[src/rtl/mxu_seq_pkg.sv]
// Package: shared types for the matrix-unit sequencer.
// Assumes: nothing; holds only the state encoding.
package mxu_seq_pkg;

    // Sequencer phases: waiting, streaming operands, finishing compute.
    typedef enum logic [1:0] {
        ST_IDLE  = 2'd0,
        ST_LOAD  = 2'd1,
        ST_DRAIN = 2'd2
    } seq_state_t;

endpackage

[src/rtl/mxu_seq_fsm.sv]
// Module: phase state machine of the sequencer.
// Does: moves idle -> load on a request, load -> drain after the last slot,
//       drain -> load or idle after the last compute step.
// Assumes: addr_last and step_last come from registered counters.
module mxu_seq_fsm
    import mxu_seq_pkg::*;
(
    input  logic       clk,
    input  logic       rst_n,
    input  logic       load_req,
    input  logic       addr_last,
    input  logic       step_last,
    output seq_state_t state
);

    seq_state_t state_q;
    seq_state_t state_d;

    // Next-phase selection.
    always_comb begin
        state_d = state_q;
        unique case (state_q)
            ST_IDLE: begin
                if (load_req) begin
                    state_d = ST_LOAD;
                end
            end
            ST_LOAD: begin
                if (addr_last) begin
                    state_d = ST_DRAIN;
                end
            end
            ST_DRAIN: begin
                if (step_last) begin
                    state_d = load_req ? ST_LOAD : ST_IDLE;
                end
            end
            default: state_d = ST_IDLE;
        endcase
    end

    // Phase register with synchronous active-low reset.
    always_ff @(posedge clk) begin
        if (!rst_n) begin
            state_q <= ST_IDLE;
        end else begin
            state_q <= state_d;
        end
    end

    assign state = state_q;

endmodule

[src/rtl/mxu_seq_addr_ctr.sv]
// Module: operand slot address counter.
// Does: holds 0 outside loading; during loading steps by one per clock and
//       returns to 0 after the last slot. Flags the last slot and the slot
//       just before the enable point.
// Assumes: EN_ADDR >= 1 and EN_ADDR < N_SLOTS.
module mxu_seq_addr_ctr
    import mxu_seq_pkg::*;
#(
    parameter int N_SLOTS = 8,
    parameter int EN_ADDR = 2,
    parameter int ADDR_W  = 3
) (
    input  logic              clk,
    input  logic              rst_n,
    input  seq_state_t        state,
    output logic [ADDR_W-1:0] addr,
    output logic              addr_last,
    output logic              addr_arm
);

    localparam logic [ADDR_W-1:0] LAST_SLOT = ADDR_W'(N_SLOTS - 1);
    localparam logic [ADDR_W-1:0] ARM_SLOT  = ADDR_W'(EN_ADDR - 1);

    logic [ADDR_W-1:0] addr_q;
    logic              loading;

    // Loading is active only in the load phase.
    assign loading   = (state == ST_LOAD);
    // Last slot of the operand block is being addressed.
    assign addr_last = loading && (addr_q == LAST_SLOT);
    // Next clock brings the slot at which compute may begin.
    assign addr_arm  = loading && (addr_q == ARM_SLOT);

    // Address register: advance while loading, park at zero otherwise.
    always_ff @(posedge clk) begin
        if (!rst_n) begin
            addr_q <= '0;
        end else if (loading && !addr_last) begin
            addr_q <= addr_q + 1'b1;
        end else begin
            addr_q <= '0;
        end
    end

    assign addr = addr_q;

endmodule

[src/rtl/mxu_seq_step_ctr.sv]
// Module: array enable and compute step counter.
// Does: raises the enable with step 1 on arm, counts one step per clock
//       while enabled, and clears both after the final step.
// Assumes: arm is a single-cycle pulse per sequence; STEP_LAST fits STEP_W.
module mxu_seq_step_ctr #(
    parameter int STEP_LAST = 7,
    parameter int STEP_W    = 3
) (
    input  logic              clk,
    input  logic              rst_n,
    input  logic              arm,
    output logic              en,
    output logic [STEP_W-1:0] step,
    output logic              step_last
);

    localparam logic [STEP_W-1:0] FINAL_STEP = STEP_W'(STEP_LAST);

    logic              en_q;
    logic [STEP_W-1:0] step_q;

    // Final compute step reached while enabled.
    assign step_last = en_q && (step_q == FINAL_STEP);

    // Enable and step registers: start, count, then clear.
    always_ff @(posedge clk) begin
        if (!rst_n) begin
            en_q   <= 1'b0;
            step_q <= '0;
        end else if (arm) begin
            en_q   <= 1'b1;
            step_q <= STEP_W'(1);
        end else if (step_last) begin
            en_q   <= 1'b0;
            step_q <= '0;
        end else if (en_q) begin
            step_q <= step_q + 1'b1;
        end
    end

    assign en   = en_q;
    assign step = step_q;

endmodule

[src/rtl/mxu_seq_top.sv]
// Module: matrix-unit load and compute sequencer, top level.
// Does: streams operand slot addresses, raises the array enable once the
//       first row and column are loaded, and paces compute and writeback.
// Assumes: the compute window outlasts loading (STEP_LAST > N_SLOTS-EN_ADDR).
module mxu_seq_top
    import mxu_seq_pkg::*;
#(
    parameter  int N_DIM     = 2,
    parameter  int STEP_LAST = 7,
    localparam int N_SLOTS   = 2 * N_DIM * N_DIM,
    localparam int EN_ADDR   = N_DIM,
    localparam int ADDR_W    = $clog2(N_SLOTS),
    localparam int STEP_W    = $clog2(STEP_LAST + 1)
) (
    input  logic              clk,
    input  logic              rst_n,
    input  logic              load_req,
    output logic [ADDR_W-1:0] slot_addr,
    output logic              mac_en,
    output logic [STEP_W-1:0] step_idx
);

    // Elaboration guard: compute must end after the last slot is loaded.
    if (STEP_LAST <= N_SLOTS - EN_ADDR) begin : g_bad_window
        $error("STEP_LAST too small for the loading window");
    end

    seq_state_t state;
    logic       addr_last;
    logic       addr_arm;
    logic       step_last;

    mxu_seq_fsm u_fsm (
        .clk       (clk),
        .rst_n     (rst_n),
        .load_req  (load_req),
        .addr_last (addr_last),
        .step_last (step_last),
        .state     (state)
    );

    mxu_seq_addr_ctr #(
        .N_SLOTS (N_SLOTS),
        .EN_ADDR (EN_ADDR),
        .ADDR_W  (ADDR_W)
    ) u_addr (
        .clk       (clk),
        .rst_n     (rst_n),
        .state     (state),
        .addr      (slot_addr),
        .addr_last (addr_last),
        .addr_arm  (addr_arm)
    );

    mxu_seq_step_ctr #(
        .STEP_LAST (STEP_LAST),
        .STEP_W    (STEP_W)
    ) u_step (
        .clk       (clk),
        .rst_n     (rst_n),
        .arm       (addr_arm),
        .en        (mac_en),
        .step      (step_idx),
        .step_last (step_last)
    );

endmodule

[config.mk]
export PLATFORM = sky130hd
export DESIGN_NAME = mxu_seq_top
export DESIGN_NICKNAME = d
export VERILOG_FILES = /design/src/rtl/mxu_seq_pkg.sv /design/src/rtl/mxu_seq_fsm.sv /design/src/rtl/mxu_seq_addr_ctr.sv /design/src/rtl/mxu_seq_step_ctr.sv /design/src/rtl/mxu_seq_top.sv
export SDC_FILE = /design/constraint.sdc
export NUM_CORES = 1
export LEC_CHECK = 0
export CORE_AREA = 3 3 40 42
export DETAILED_ROUTE_END_ITERATION = 10
export DIE_AREA = 0 0 43 45
export DONT_BUFFER_PORTS = 1
export GPL_TIMING_DRIVEN = 0
export PLACE_DENSITY_LB_ADDON = 0.08
export RECOVER_POWER = 50
export SLEW_MARGIN = 10
export SYNTH_ARGS = -nofsm -noshare
export SYNTH_HDL_FRONTEND = slang
export SYNTH_SLANG_ARGS = --single-unit
[constraint.sdc]
create_clock -name clk -period 1.4 [get_ports clk]
set_input_delay 0.14 -clock clk [delete_from_list [all_inputs] [get_ports clk]]
set_output_delay 0.14 -clock clk [all_outputs]
set_load 0.005 [all_outputs]
* Word level (Yosys, flattened, before mapping)
Index checks and enable logic that the tools add are counted.
Widths: inputs -> output; s select.
** Storage, ports and cells
- Input port bits :: 3
- Output and inout bits :: 7
- Word-level logic and storage cells :: 37
- Register bits after elaboration :: 9
** Operators by class
- Reduce and logical (&&, ||, !) cells :: 11
- Equality and inequality tests :: 8
- Bitwise logic cells :: 1
- Muxes and demuxes :: 10
- Add/sub/neg operators :: 2
** Operators with widths (number)
- $add 3x1->3 const B :: 2
- $eq 3x3->1 const B :: 2
- $mux 1 :: 6
- $mux 2 :: 3
- $pmux 2 s3 :: 1
- $logic_and 1x1->1 :: 4
- $ne 2x2->1 const B :: 2
- $eq 3x1->1 const B :: 1
- $reduce_and 3->1 :: 1
- $reduce_bool 3->1 :: 1
- $reduce_or 3->1 :: 1
- $eq 2x1->1 const B :: 1
- $eq 2x2->1 const B :: 1
- $logic_not 2->1 :: 1
- $ne 2x1->1 const B :: 1
- $reduce_and 2->1 :: 1
- $reduce_bool 2->1 :: 1
- $logic_not 1->1 :: 1
- $not 1->1 :: 1

* Longest topological paths before layout
Gate-level depths: netlist of the first run.
- Word-level depth :: 5
- Gate-level depth with buffers :: 4
- Gate-level depth less buffers :: 4

* By module
A second synthesis of the first run with hierarchy kept.
** Unflattened totals
- Cells, all modules :: 43
- Area total of the unflattened synthesis :: 451.7 sq um
** By module, submodules not included
- mxu_seq_step_ctr :: seq. area each 80.1 sq um, cells an instance 19, area an instance 191.4 sq um, instances 1
- mxu_seq_addr_ctr :: seq. area each 60.1 sq um, cells an instance 14, area an instance 166.4 sq um, instances 1
- mxu_seq_fsm :: seq. area each 40.0 sq um, cells an instance 10, area an instance 93.8 sq um, instances 1

* Least setup slack after synthesis of the first run
No wires, ideal clock.
- Path kind :: register -> register
- Start :: register u_addr.addr_q[0], in the netlist u_addr.addr[0]
- End :: register u_fsm.state_q[1], in the netlist u_fsm.state[1]
- Cell stages (with the launch flop) :: 5
- Data arrival time :: 1.048 ns
- Library setup time :: 0.116 ns
- Buffers on the path :: 0
- Period minus slack after synthesis :: 1.164 ns
- Data required time :: 1.284 ns
- Setup slack :: 0.236 ns
- Cells stage by stage :: dfxtp_1 ha_1 ha_1 and4b_1 a31o_2
** Between the ends
- Cells in the longest elaborated chain, start to end :: 4
** Ends and longest elaborated chain
- start, declared :: line mxu_seq_addr_ctr.sv:24 : logic [ADDR_W-1:0] addr_q;
- start signal, assigned :: line mxu_seq_addr_ctr.sv:39 : addr_q <= addr_q + 1'b1;
- $eq 3x3->1 :: line mxu_seq_addr_ctr.sv:30 : assign addr_last = loading && (addr_q == LAST_SLOT);
- $logic_and 1x1->1 :: line mxu_seq_addr_ctr.sv:30
- $ne 2x1->1 (no line)
- $reduce_and 3->1 (no line)
- end signal, assigned :: line mxu_seq_fsm.sv:47 : state_q <= state_d;
- end, declared :: line mxu_seq_fsm.sv:16 : seq_state_t state_q;
Every way passes these cells.
A chain may end at the register's enable or synchronous reset.

* Worst setup path in the final report of the first run
- Start :: register u_step.step_q[0], in the netlist u_step.step[0]
- End :: register u_step.step_q[2], in the netlist u_step.step[2]
** Between the ends
- Cells in the longest elaborated chain, start to end :: 3
- Elaborated cells between the ends (all ways) :: 4
- Classes of those cells :: add/sub: 1; eq/ne: 1; reduce/logical: 2
** Ends and longest elaborated chain
- start, declared :: line mxu_seq_step_ctr.sv:20 : logic [STEP_W-1:0] step_q;
- start signal, assigned :: line mxu_seq_step_ctr.sv:37 : step_q <= step_q + 1'b1;
- $eq 3x3->1 :: line mxu_seq_step_ctr.sv:23 : assign step_last = en_q && (step_q == FINAL_STEP);
- $logic_and 1x1->1 :: line mxu_seq_step_ctr.sv:23
- $reduce_or 3->1 (no line)
Several ways; a longest one is shown, not always the timed one.

==> results by group, run 1 <==
Route
  • Routed Antenna Nets: 0
  • Vias: 306
  • DRC errors left: 0
  • 1st-iter DRT viols: 8
  • Vias/cell: 5.19
  • DRT Wirelength: 823 microns
  • Routed wire per std cell: 13.9 microns
  • Initial DRT Pass Iterations: 3

Yosys
  • Ys flop type: dfxtp_1
  • Distinct cells, synth: 18
  • Cell area after synthesis: 413 sq um
  • Largest area contributor in the netlist: dfxtp_1
  • Post-synth EDFFs: 0
  • Ys async rst share: 0
  • Post-synth top cells: dfxtp_1, ha_1, inv_1, nor2_1
  • Synth Warn #: 0
  • Flops & latches, synth: 9
  • Post-synthesis sequential area ratio: 0.436
  • Syn Nets: 47
  • Most common cell in the synthesized netlist: dfxtp_1
  • Synth area leaders: dfxtp_1, ha_1, and4bb_4, a211oi_1, inv_1
  • Post-synthesis cell count: 39
  • Yosys top cell area share: 0.436
  • Post-Syn Area per Cell: 10.6 sq um

Power
  • LEAKAGE: 0.200 nW
  • VDD IR max: 0.000321 V
  • PD cells: 1090 nW/um^2
  • Pwr Total: 0.510 mW

Setup path
  • Worst path slowest cell: dfxtp_1
  • Crit-path most repeated cell: ha_1
  • Largest stage delay, worst path: 350 ps
  • Worst Setup End Kind: flop
  • Worst EP required: 1570 ps
  • CP arrival: 1490 ps
  • Reg2Reg Depth: 4
  • CP Max Fanout: 5
  • Critical Path Start Type: flop
  • Crit-path cells: ha_1 -> ha_1 -> nand3b_1 -> a211oi_1
  • WS Path Type: reg2reg

STA
  • Clk_skew: 3.23 ps
  • Pins over their slew limit: 0
  • RSZ-0062 raised after global routing: no
  • Setup TNS Final: 0 ps
  • Fmax achieved: 0.757 GHz
  • Fin. Hold Viols: 0
  • Final period util: 0.943
  • WHS: 21.0 ps
  • Setup violators final: 0
  • Worst Tran Pin Value: 286 ps
  • Fin crit period: 1320 ps
  • Final WS setup: 79.4 ps
  • Slew margin rel.: 0.809

Floorplan
  • Initial Utilization: 0.321
  • Die Height: 45 microns
  • Total core area: 1280 sq um
  • Row count: 13
  • Die Wd: 43 microns
  • IO Pins: 10
  • Die area: 1940 sq um

Run
  • Maxcap violations: 0

Clock tree
  • CTS sink cnt: 9
  • CTS resizes: 0
  • Clk buf depth: 2
  • Clock root cell: clkbuf_4
  • CTS buffer count: 3
  • CTS tree: done
  • CTS HTree Levels: 1
  • Clk slew on worst S/H paths: 70 ps
  • Clock latency on the worst-skew pair: 260 ps

Global routing
  • Largest net degree at the start of global routing: 10
  • Grt ovf: 0
  • Initial antenna violation count: 0
  • Vias in the first global route: 316
  • Gr usage total: 0.0986
  • First-pass GRT wire length: 1.35 mm

Layout
  • Layout cell share with drive strength beyond 1: 0.114
  • Final #Nets: 53
  • Final core occ: 0.364
  • Layout area overhead: 13.3%
  • Diodes inserted: 0

Placed design
  • DP Wirelength: 612 microns
  • Pre-CTS setup slack: 89.0 ps
  • Gpl congestion: 0.700
  • Count of input and output buffers: 0

Hold path
  • Cells on Worst Hold Path: 2
  • Hold WC Path Type: in2reg

Outcome
  • Status: complete, no violations
kinds of logic (layout without fill, tap and decap cells):
family,count (synthesis),count (layout),share of synthesized area
AND/OR/NAND/NOR,14,14,0.242
flip-flops,9,9,0.436
AO/OA/AOI/OAI,7,7,0.133
adder cells (fa/ha/maj),5,5,0.152
buffers and inverters,4,9,0.0364
worst max-delay path: cells and delay by family, from the launching register on:
family                   cells  cell delay [ps]
AND/OR/NAND/NOR              1              190
adder cells (fa/ha/maj)      2              450
flip-flops                   1              350
AO/OA/AOI/OAI                1              260
registers in the layout (all words and copies together) (netlist names):
| signal | count |
|---|---|
| u_step.en | 1 |
| u_fsm.state | 2 |
| u_step.step | 3 |
| u_addr.addr | 3 |
layout make-up:
type,instances,area (sq um)
fill,137,817
timing repair buffer,1,10.0
multi-input combinational,26,218
sequential,9,180
clock buffer,4,26.3
tap,15,18.8
inverter,4,15.0
placed cells by master, fill, tap and decap left out, types with 2 or more instances in the layout:
master    Yosys  final
dfxtp_1       9      9
inv_1         4      4
a211oi_1      2      2
nor2b_1       2      2
nand3b_1      2      2
nor2_1        3      3
clkbuf_4      0      3
ha_1          5      5
nand2b_1      2      2
final timing paths:
kind,start,endpoint,slack (ps)
max,u_step.step[0],u_step.step[2],80
min,load_req,u_fsm.state[0],20
max reg2reg,u_step.step[0],u_step.step[2],80
min reg2reg,u_addr.addr[0],u_addr.addr[0],480
what timing repair did:
action,in CTS,in global routing
buffers inserted,0,0
setup endpoints to repair,0,0
hold buffers,1,0
endpoints found under the hold margin,2,0
per-stage QoR:
step / std cells / cell area, sq um
after floorplan: 39 / 413
after global placement: 54 / 432
after detailed placement: 54 / 432
after CTS: 59 / 468
after global routing: 59 / 468
final: 59 / 468
power by group:
group	internal [mW]	switching, mW
clock	0.110	0.0946
sequential	0.266	0.0134
combinational	0.0146	0.0117
layer usage:
metal  track usage  part of all wire  vias up
li1              -                 -      148
met1        0.0973              0.41      148
met2         0.162              0.50        8
met3        0.0359             0.087        2
met4        0.0904            0.0061        0
met5             0                 0        -
No activity file was read; power rests on OpenSTA's default activity.
==> run 2: changes to the inputs <==
--- a/config.mk
+++ b/config.mk
@@ -5,9 +5,9 @@
 export SDC_FILE = /design/constraint.sdc
 export NUM_CORES = 1
 export LEC_CHECK = 0
-export CORE_AREA = 3 3 40 42
+export CORE_AREA = 2 2 39 41
 export DETAILED_ROUTE_END_ITERATION = 10
-export DIE_AREA = 0 0 43 45
+export DIE_AREA = 0 0 41 43
 export DONT_BUFFER_PORTS = 1
 export GPL_TIMING_DRIVEN = 0
 export PLACE_DENSITY_LB_ADDON = 0.08
==> run 2 against run 1 <==
  * Combinational power increased by 4%
  * Clock skew decreased by 2.5 ps
  * Count of clock-buffer cells in the layout unchanged
  * Design area increased by 1.3%
  * Maximum frequency increased by 4.5%
  * First-iteration DRC count decreased by 100%
  * Clock power decreased by 3%
  * Cell count increased by 1.7%
  * Non-clock buffer count unchanged
  * Critical path type unchanged
  * Largest cell class unchanged
==> results by group, run 2 (same netlist as run 1, synthesis figures left out) <==
Placed design
  • Count of input and output buffers: 0
  • DP Wirelength: 588 microns
  • Gpl congestion: 0.729

Route
  • Initial DRT Pass Iterations: 1
  • Routed wire per std cell: 12.3 microns
  • 1st-iter DRT viols: 0
  • DRC errors left: 0
  • DRT Wirelength: 737 microns
  • Vias/cell: 5.02
  • Vias: 301
  • Routed Antenna Nets: 0

Clock tree
  • Clock root cell: clkbuf_4
  • CTS HTree Levels: 1
  • Clock latency on the worst-skew pair: 260 ps
  • Clk buf depth: 2
  • CTS sink cnt: 9
  • CTS tree: done
  • Clk slew on worst S/H paths: 60 ps
  • CTS buffer count: 3

Power
  • Clock network fraction of total power: 0.394
  • LEAKAGE: 0.201 nW
  • Sequential Power Share: 0.552
  • NetSw: 0.114 mW
  • Sw Share: 0.226
  • Pwr Total: 0.505 mW
  • VDD IR max: 0.000377 V
  • Combinational group share of total power: 0.054
  • Int Pwr: 0.391 mW
  • PD cells: 1070 nW/um^2

Setup path
  • CP arrival: 1440 ps
  • Worst r2r src: u_step.step[0]
  • Critical Path Start Type: flop
  • Worst EP required: 1570 ps
  • WS Path Type: reg2reg
  • Beginning of the critical path: u_step.step[0]
  • CP Max Fanout: 5
  • Worst Setup End Kind: flop

Floorplan
  • Initial Utilization: 0.298
  • Die Wd: 41 microns
  • Die area: 1760 sq um
  • Die Height: 43 microns
  • Row count: 14
  • Total core area: 1380 sq um
  • IO Pins: 10

STA
  • Fin crit period: 1260 ps
  • Clk_skew: 0.770 ps
  • Final period util: 0.902
  • Setup violators final: 0
  • Worst Tran Pin Value: 274 ps
  • RSZ-0062 raised after global routing: no
  • Setup TNS Final: 0 ps
  • Fin. Hold Viols: 0
  • WHS: 29.4 ps
  • Fmax achieved: 0.791 GHz
  • Slew margin rel.: 0.817
  • Pins over their slew limit: 0

Global routing
  • Vias in the first global route: 275
  • Initial antenna violation count: 0
  • Global Route met1 Usage: 0.110
  • Gr usage total: 0.0955
  • Grt peak-use layer: met2
  • First-pass GRT wire length: 1.12 mm
  • Met2 GRT Util: 0.144
  • GR Util met3: 0.0314
  • Grt ovf: 0
  • Largest net degree at the start of global routing: 10

Layout
  • Layout cell share with drive strength beyond 1: 0.136
  • Commonest non-fill, non-tap cell in the layout: dfxtp_1
  • Final #Nets: 53
  • Layout area overhead: 14.8%
  • Most frequent cells in the layout: dfxtp_1, ha_1, inv_1, nor2_1, clkbuf_4
  • Final core occ: 0.343
  • Diodes inserted: 0

Outcome
  • Status: complete, no violations

Run
  • Maxcap violations: 0

Hold path
  • Worst hold start: load_req
  • Hold WC Path Type: in2reg
-- run 2: cell types whose count changed in the layout (fill, tap and decap cells not counted) --
cell      change
a211oi_1      -1
a211oi_2      +1
-- run 2: layer usage --
layer	vias up	share of wire
li1	148	-
met1	141	0.40
met2	10	0.49
met3	2	0.091
met4	0	0.020
met5	-	0
-- run 2: power by group through the flow --
| stage | registers (mW) | logic, mW | clock network (mW) |
|---|---|---|---|
| after floorplan | 0.282 | 0.0202 | 0 |
| after global placement | 0.285 | 0.0227 | 0 |
| after detailed placement | 0.285 | 0.0249 | 0 |
| after CTS | 0.279 | 0.0278 | 0.212 |
| after global routing | 0.281 | 0.0303 | 0.227 |
| final | 0.279 | 0.0273 | 0.199 |
-- run 2: path summary, 6_finish.rpt --
check	cells after the start	end	slack, ps
max	4	u_step.step[1]	140
min	2	u_fsm.state[0]	30
max reg2reg	4	u_step.step[1]	140
min reg2reg	1	u_addr.addr[0]	480
-- run 2: final cells by class --
type | count | area [sq um]
Fill cell | 146 | 910
Multi-Input combinational cell | 26 | 223
Sequential cell | 9 | 180
Clock buffer | 4 | 26.3
Tap cell | 16 | 20.0
Inverter | 4 | 15.0
Timing Repair Buffer | 1 | 10.0
-- run 2: repair_timing --
item                       in CTS  in global routing
hold buffers                    1                  0
setup endpoints to repair       0                  1
hold endpoints to repair        2                  0
buffers inserted                0                  0
gates resized for setup         0                  1
-- run 2: worst max-delay path: stages (launching register included) --
cell and delay, ps:
dfxtp_1 340, ha_1 200, ha_1 230, nand3b_1 170, a211oi_1 230
-- run 2: stage by stage --
step | setup WS, ps | instance area [sq um] | instances
floorplan | 236 | 413 | 39
global placement | 154 | 433 | 55
detailed placement | 91.8 | 433 | 55
CTS | 77.3 | 469 | 60
global route | 27.6 | 474 | 60
finish | 137 | 474 | 60
